--- config.mk ---
export PLATFORM = sky130hd
export DESIGN_NAME = tmr_capture_unit
export DESIGN_NICKNAME = d
export VERILOG_FILES = /design/src/rtl/tcap_pkg.sv /design/src/rtl/tcap_edge_sync.sv /design/src/rtl/tcap_channel.sv /design/src/rtl/tmr_capture_unit.sv
export SDC_FILE = /design/constraint.sdc
export NUM_CORES = 1
export LEC_CHECK = 0
export ABC_CLOCK_PERIOD_IN_PS = 1400
export BUFFER_PORTS_ARGS = -buffer_cell sky130_fd_sc_hd__buf_2
export CAP_MARGIN = 10
export CORE_ASPECT_RATIO = 0.8
export CORE_MARGIN = 3
export CORE_UTILIZATION = 47
export DETAILED_ROUTE_END_ITERATION = 10
export GPL_TIMING_DRIVEN = 0
export PLACE_DENSITY = 0.8
export SKIP_LAST_GASP = 1
export SYNTH_ARGS = -nofsm -noshare
export SYNTH_HDL_FRONTEND = slang
export SYNTH_SLANG_ARGS = --single-unit
export TNS_END_PERCENT = 50
--- constraint.sdc ---
create_clock -name clk -period 1.4 [get_ports clk]
set_clock_uncertainty 0.1 [all_clocks]
set_input_delay 0.28 -clock clk [delete_from_list [all_inputs] [get_ports clk]]
set_output_delay 0.28 -clock clk [all_outputs]
set_load 0.05 [all_outputs]
--- src/rtl/tcap_pkg.sv ---
package tcap_pkg;
  localparam int NCH     = 3;
  localparam int REG_W   = 32;
  localparam int ADDR_W  = 3;
  localparam int GRP_W   = 3;
  localparam int GRP_LSB = 3;

  localparam logic [ADDR_W-1:0] ADDR_CTRL = 3'd0;
  localparam logic [ADDR_W-1:0] ADDR_FLAG = 3'd1;
  localparam logic [ADDR_W-1:0] ADDR_CAP1 = 3'd4;

  typedef struct packed {
    logic irq_en;
    logic fall_en;
    logic rise_en;
  } chan_cfg_t;

  function automatic logic [REG_W-1:0] ctrl_mask();
    logic [REG_W-1:0] m;
    m = '0;
    for (int k = 0; k < NCH; k++) m[GRP_LSB + GRP_W*k +: GRP_W] = '1;
    return m;
  endfunction

  localparam logic [REG_W-1:0] CTRL_MASK = ctrl_mask();
endpackage

--- src/rtl/tcap_edge_sync.sv ---
module tcap_edge_sync #(
  parameter int STAGES = 2
) (
  input  logic clk,
  input  logic rst_n,
  input  logic din,
  output logic rise,
  output logic fall
);
  logic [STAGES-1:0] sh_q;
  logic              last_q;
  logic              s_out;

  generate
    if (STAGES == 1) begin : g_one
      always_ff @(posedge clk or negedge rst_n) begin
        if (!rst_n) sh_q <= '0;
        else        sh_q <= din;
      end
    end else begin : g_many
      always_ff @(posedge clk or negedge rst_n) begin
        if (!rst_n) sh_q <= '0;
        else        sh_q <= {sh_q[STAGES-2:0], din};
      end
    end
  endgenerate

  assign s_out = sh_q[STAGES-1];

  always_ff @(posedge clk or negedge rst_n) begin
    if (!rst_n) last_q <= 1'b0;
    else        last_q <= s_out;
  end

  assign rise = s_out & ~last_q;
  assign fall = ~s_out & last_q;
endmodule

--- src/rtl/tcap_channel.sv ---
module tcap_channel
  import tcap_pkg::*;
#(
  parameter int CNT_W = 16
) (
  input  logic             clk,
  input  logic             rst_n,
  input  logic             rise,
  input  logic             fall,
  input  chan_cfg_t        cfg,
  input  logic [CNT_W-1:0] cnt,
  input  logic             clr,
  output logic             hit,
  output logic [CNT_W-1:0] cap,
  output logic             flag
);
  assign hit = (rise & cfg.rise_en) | (fall & cfg.fall_en);

  always_ff @(posedge clk or negedge rst_n) begin
    if (!rst_n) begin
      cap  <= '0;
      flag <= 1'b0;
    end else begin
      if (hit) cap <= cnt;
      if (hit)      flag <= 1'b1;
      else if (clr) flag <= 1'b0;
    end
  end
endmodule

--- src/rtl/tmr_capture_unit.sv ---
module tmr_capture_unit
  import tcap_pkg::*;
#(
  parameter int CNT_W       = 16,
  parameter int SYNC_STAGES = 2
) (
  input  logic              clk,
  input  logic              rst_n,
  input  logic [CNT_W-1:0]  tc_value,
  input  logic              cap_pin,
  input  logic              cmp_level,
  input  logic              cmp_edge,
  input  logic              reg_wr,
  input  logic [ADDR_W-1:0] reg_addr,
  input  logic [REG_W-1:0]  reg_wdata,
  output logic [REG_W-1:0]  reg_rdata,
  output logic              irq
);
  logic [REG_W-1:0]     ctrl_q;
  logic [NCH-1:0]       src;
  logic [NCH-1:0]       rise;
  logic [NCH-1:0]       fall;
  logic [NCH-1:0]       hit;
  logic [NCH-1:0]       flag;
  logic [NCH-1:0]       clr;
  logic [NCH-1:0]       ie;
  logic [CNT_W-1:0]     cap [NCH];
  logic [NCH*CNT_W-1:0] cap_flat;
  chan_cfg_t            cfg [NCH];

  assign src = {cmp_edge, cmp_level, cap_pin};

  always_ff @(posedge clk or negedge rst_n) begin
    if (!rst_n)                            ctrl_q <= '0;
    else if (reg_wr && reg_addr == ADDR_CTRL) ctrl_q <= reg_wdata & CTRL_MASK;
  end

  generate
    for (genvar k = 0; k < NCH; k++) begin : g_ch
      assign cfg[k] = chan_cfg_t'(ctrl_q[GRP_LSB + GRP_W*k +: GRP_W]);
      assign ie[k]  = cfg[k].irq_en;
      assign clr[k] = reg_wr && (reg_addr == ADDR_FLAG) && reg_wdata[k];

      tcap_edge_sync #(.STAGES(SYNC_STAGES)) u_sync (
        .clk  (clk),
        .rst_n(rst_n),
        .din  (src[k]),
        .rise (rise[k]),
        .fall (fall[k])
      );

      tcap_channel #(.CNT_W(CNT_W)) u_chan (
        .clk  (clk),
        .rst_n(rst_n),
        .rise (rise[k]),
        .fall (fall[k]),
        .cfg  (cfg[k]),
        .cnt  (tc_value),
        .clr  (clr[k]),
        .hit  (hit[k]),
        .cap  (cap[k]),
        .flag (flag[k])
      );

      assign cap_flat[k*CNT_W +: CNT_W] = cap[k];
    end
  endgenerate

  assign irq = |(flag & ie);

  always_comb begin
    reg_rdata = '0;
    if (reg_addr == ADDR_CTRL) begin
      reg_rdata = ctrl_q;
    end else if (reg_addr == ADDR_FLAG) begin
      reg_rdata[NCH-1:0] = flag;
    end else begin
      for (int k = 0; k < NCH; k++)
        if (reg_addr == ADDR_CAP1 + ADDR_W'(k)) reg_rdata[CNT_W-1:0] = cap[k];
    end
  end
endmodule

# --- Word level (Yosys, flattened, before mapping) ---
# Cells that the tools add are included.
# Widths: inputs -> output; s select.
word_totals:
  regBits: 69
  in_bits: 57
  output_inout_bits: 33
  elab_cells: 61
op_classes:
  n_eq_ne: 4
  mux: 12
  bitwise_logic: 22
  n_reduce_logical: 10
ops:
  columns: ["op", "count"]
  rows:
  - ["$mux 16", 4]
  - ["$mux 13", 1]
  - ["$and 1x1->1", 12]
  - ["$eq 3x3->1 const B", 3]
  - ["$mux 1", 6]
  - ["$not 1->1", 6]
  - ["$reduce_bool 2->1", 3]
  - ["$logic_and 1x1->1", 5]
  - ["$and 3x3->3", 1]
  - ["$eq 3x1->1 const B", 1]
  - ["$logic_not 3->1", 1]
  - ["$mux 3", 1]
  - ["$or 1x1->1", 3]
  - ["$reduce_or 3->1", 1]

# --- Longest topological paths before layout ---
logic_depth:
  ltp_word: 6
  ltp_mapped: 5
  depth_no_buf: 3

# --- Hierarchy ---
# Synthesis repeated with hierarchy kept, for this count alone.
unflattened:
  hier_cells: 246
  area_unflattened_um2: 3375.7
modules_own_cells:
  columns: ["module", "n_inst", "cells_each", "area_each_um2", "seq_area_each_um2"]
  rows:
  - ["tcap_channel", 3, 38, 689.4, 425.4]
  - ["tmr_capture_unit", 1, 117, 1037.2, 225.2]
  - ["tcap_edge_sync", 3, 5, 90.1, 75.1]

# --- Worst setup path after synthesis ---
# Ideal clock, no wire load.
synth_timing:
  path_type: "input-to-output"
  start: "input reg_addr[0]"
  end: "output reg_rdata[10]"
  t_arrival_ns: 1.616
  required_time_ns: 1.020
  slack_ns: -0.596
  cell_stages: 4
  n_path_buf: 2
  cell_sequence: "buf_2 > nand2b_1 > clkbuf_1 > o211ai_1"
synth_via:
  elab_chain_cells: 6
  word_cells_on_any_way: 10
  classes_between: "4 x eq/ne; 5 x mux; 1 x reduce/logical"
synth_lines:
  columns: ["item", "line_no", "source"]
  rows:
  - ["start: declaration", "tmr_capture_unit.sv:14", "input logic [ADDR_W-1:0] reg_addr,"]
  - ["$eq 3x3->1", "tmr_capture_unit.sv:79", "if (reg_addr == ADDR_CAP1 + ADDR_W'(k)) reg_rdata[CNT_W-1:0] = cap[k];"]
  - ["$mux 16 (3 in series)", "tmr_capture_unit.sv:79", null]
  - ["$mux 13", "tmr_capture_unit.sv:75", "end else if (reg_addr == ADDR_FLAG) begin"]
  - ["$mux 16 (*)", "tmr_capture_unit.sv:73", "if (reg_addr == ADDR_CTRL) begin"]
  - ["end: declaration", "tmr_capture_unit.sv:16", "output logic [REG_W-1:0] reg_rdata,"]
# Every way passes the cells marked *; elsewhere a longest branch is shown, timed or not.

# --- Worst setup path after layout ---
layout_timing:
  start: "register g_ch[2].u_chan.flag"
  end: "output reg_rdata[2]"
layout_via:
  elab_chain_cells: 2
layout_lines:
  columns: ["item", "line_no", "source"]
  rows:
  - ["start: declaration", "tcap_channel.sv:15", "output logic flag"]
  - ["start signal: assignment", "tcap_channel.sv:22", "flag <= 1'b0;"]
  - ["start signal: assignment", "tcap_channel.sv:25", "if (hit) flag <= 1'b1;"]
  - ["start signal: assignment", "tcap_channel.sv:26", "else if (clr) flag <= 1'b0;"]
  - ["$mux 3", "tmr_capture_unit.sv:75", null]
  - ["$mux 16", "tmr_capture_unit.sv:73", null]
# Every way passes these cells.

==> impl_metrics.toml <==
[die]
die_y_um = 79.7
placementRows = 26
io_pins = 90
core_mm2 = 0.00647
initial_core_util = 0.493
die_x_um = 98.1
die_area_mm2 = 0.00782

[clock_network]
cts_tree = "done"
clockBufferDepth = 2
clk_pin_slew_worst_paths_ns = 0.07
cts_root_buffer = "clkbuf_8"
insertion_delay_ns = 0.35
cts_made_buffers = 9
htree_levels = 3
cts.sink_count = 69

[worst_setup_path]
cp.depth = 4
critical_path_class = "flip-flop to output pin"
crit_family = "flip-flops"
worst_path_max_delay_cell = "dfrtp_1"
critPathRequiredTime_ns = 1.02
start_kind = "flip-flop"
cp.arrival_ns = 1.43
max_stage_delay_ns = 0.40
rr_worst_depth = 4
critPathBufInv = 2
r2r_setup_slack_ns = -0.11
cp-end-kind = "output pin"
crit_chain = "buf_4 -> mux2i_2 -> o22ai_2 -> buf_6"
cp_max_fo = 3

[sta]
worst_slack_ns = -0.412
hold_violations = 0
clock.fmax_mhz = 552
min_period_ns = 1.81
tightest_slew_ns = 0.858
report.final.slew_viol_count = 0
relSlewSlack = 0.428
rsz0062_at_grt = "true"
setup_viol = 66
finalCritPeriodShare = 1.29

[yosys]
synth-simple-area-share = 0.0643
synth_top_family_by_area = "multiplexers"
synthMuxAreaShare = 0.271
yosys.cell_types.count = 26
synth_fa_ha_area_frac = 0
synthXorXnorAreaFrac = 0
yosysWarnings = 0
postSynthAreaPerCell_um2 = 13.6
yosysSeqAreaShare = 0.541
synthCells = 234
synth_compound_area_frac = 0.0565
syn_area_mm2 = 0.00319
ys_seq_elements = 69

[drt]
drt_first_iter_violations = 120
postRouteAntennaNets = 0
avgViaCountPerCell = 5.28
vias = 2281
first_pass_iters = 4
drt-total-wl_um = 8280
drc_errors = 0
routedWlPerCell_um = 19.2

[cells_and_area]
final_common_cell = "dfrtp_1"
syn_to_final_growth_pct = 44.5
multi_input_area_mm2 = 0.00151
final_cell_mix = "dfrtp_1 (69), buf_4 (44), buf_2 (33)"
regArea_mm2 = 0.00173
layoutNonFillerInstCount = 432
fill_cells = 428
num-nets-final = 400
utilization = 0.712
drive_gt1_frac = 0.514
antenna_cells = 0

[power]
max-vdd-ir-drop_uv = 1030
total_power_uw = 7220
p_leak_uw = 0.00216
power-per-cell-area_mw_per_mm2 = 1560

[grt]
grt_max_degree = 70
grt_overflow = 0
grt_pass1_wl_um = 12300
grt_use_total = 0.210
antenna_found_initial = 0
grt_pass1_vias = 2346

[place]
place_inst = 384
routabilityCongestion = 0.770
io_buffers = 51
hpwlAfterDp_um = 4640

[hold_path]
whs_path_depth = 2
holdCritPathClass = "input port to flip-flop"

[status]
status = "finished with violations"
failed_checks = "setup timing"

[job]
cap_violations = 0
## cell type report
class / instances / share of cell area
sequential: 69 / 0.374
multi-input combinational: 152 / 0.328
timing repair buffer: 84 / 0.166
buffer: 26 / 0.0597
clock buffer: 10 / 0.0298
tap: 84 / 0.0228
clock inverter: 6 / 0.0187
inverter: 1 / 0.000814
## synth_stat cells
library cell  count  area share
a21o_1            3      0.0071
a222oi_1          1      0.0031
and2_1            4      0.0078
and2_4            1      0.0027
and4bb_1          1      0.0039
buf_12            1      0.0063
buf_2             4      0.0063
buf_4            20       0.047
buf_6             1      0.0035
clkbuf_1          1      0.0012
conb_1            1      0.0012
dfrtp_1          69        0.54
inv_1             1      0.0012
mux2_1           48        0.17
mux2_4            9       0.042
mux2i_1          19       0.060
nand2_1          15       0.018
nand2b_1          2      0.0039
nand3_1           9       0.014
nand3b_1          3      0.0071
nor2b_1           1      0.0020
nor3_4            1      0.0051
o211ai_1          9       0.021
o21ai_2           3      0.0082
o22ai_1           3      0.0059
o2bb2ai_1         4       0.011
## flip-flops by register name (all words and copies together), names as in the netlist
name                flops
g_ch.u_chan.flag        3
g_ch.u_sync.last_q      3
g_ch.u_chan.cap        48
g_ch.u_sync.sh_q        6
ctrl_q                  9
## logic make-up (layout without fill, tap and decap cells)
group | count (synthesis) | in the layout
simple gates | 37 | 37
compound gates | 23 | 23
buf+inv | 28 | 127
flops | 69 | 69
mux | 76 | 76
other cells | 1 | 16
## per-stage QoR
stage / setup TNS (ns) / hold slack (ns) / setup WS [ns] / area (µm²)
after global placement: -40.57 / 0.232 / -0.453 / 3690
after CTS: -8.51 / 0.0478 / -0.383 / 4400
after detailed placement: -17.42 / 0.235 / -0.480 / 3690
final: -8.29 / 0.0581 / -0.412 / 4610
after global routing: -12.03 / 0.0373 / -0.447 / 4610
after floorplan: -7.59 / -0.116 / -0.448 / 3330
## repair_timing
item                                    in CTS  in global routing
gates cloned                                 5                  1
setup buffers                               13                 11
endpoints found under the hold margin       72                  0
hold buffers                                 4                  0
pin swaps                                   24                  7
resized for setup                           64                 27
endpoints found under the setup margin      69                 65
## where the power goes
group          switching, µW  internal (µW)  total [µW]
clock network            741           1050        1790
registers                377           2600        2970
logic                   1150           1300        2460
## layer usage
metal / up-vias / global-route usage / wire (µm)
li1: 1032 / - / -
met1: 1149 / 0.265 / 3550
met2: 80 / 0.340 / 3960
met3: 20 / 0.0690 / 557
met4: 0 / 0.0747 / 223
met5: - / 0 / 0
## path summary, 6_finish.rpt
check                                       startpoint                     end
worst max-delay path               g_ch[2].u_chan.flag            reg_rdata[2]
worst min-delay path                     reg_wdata[10]              ctrl_q[10]
worst max register to register   g_ch[2].u_sync.last_q   g_ch[2].u_chan.cap[1]
worst min register to register  g_ch[1].u_sync.sh_q[0]  g_ch[1].u_sync.sh_q[1]
max in group asynchronous                        rst_n   g_ch[0].u_chan.cap[0]
min in group asynchronous                        rst_n  g_ch[2].u_chan.cap[15]
## worst register-to-register path, cell delays in order, from the launching register on
cell,delay [ns]
dfrtp_1,0.38
nand3b_1,0.21
o21ai_4,0.16
buf_6,0.21
mux2_1,0.33
(Power assumes the default switching activity.)
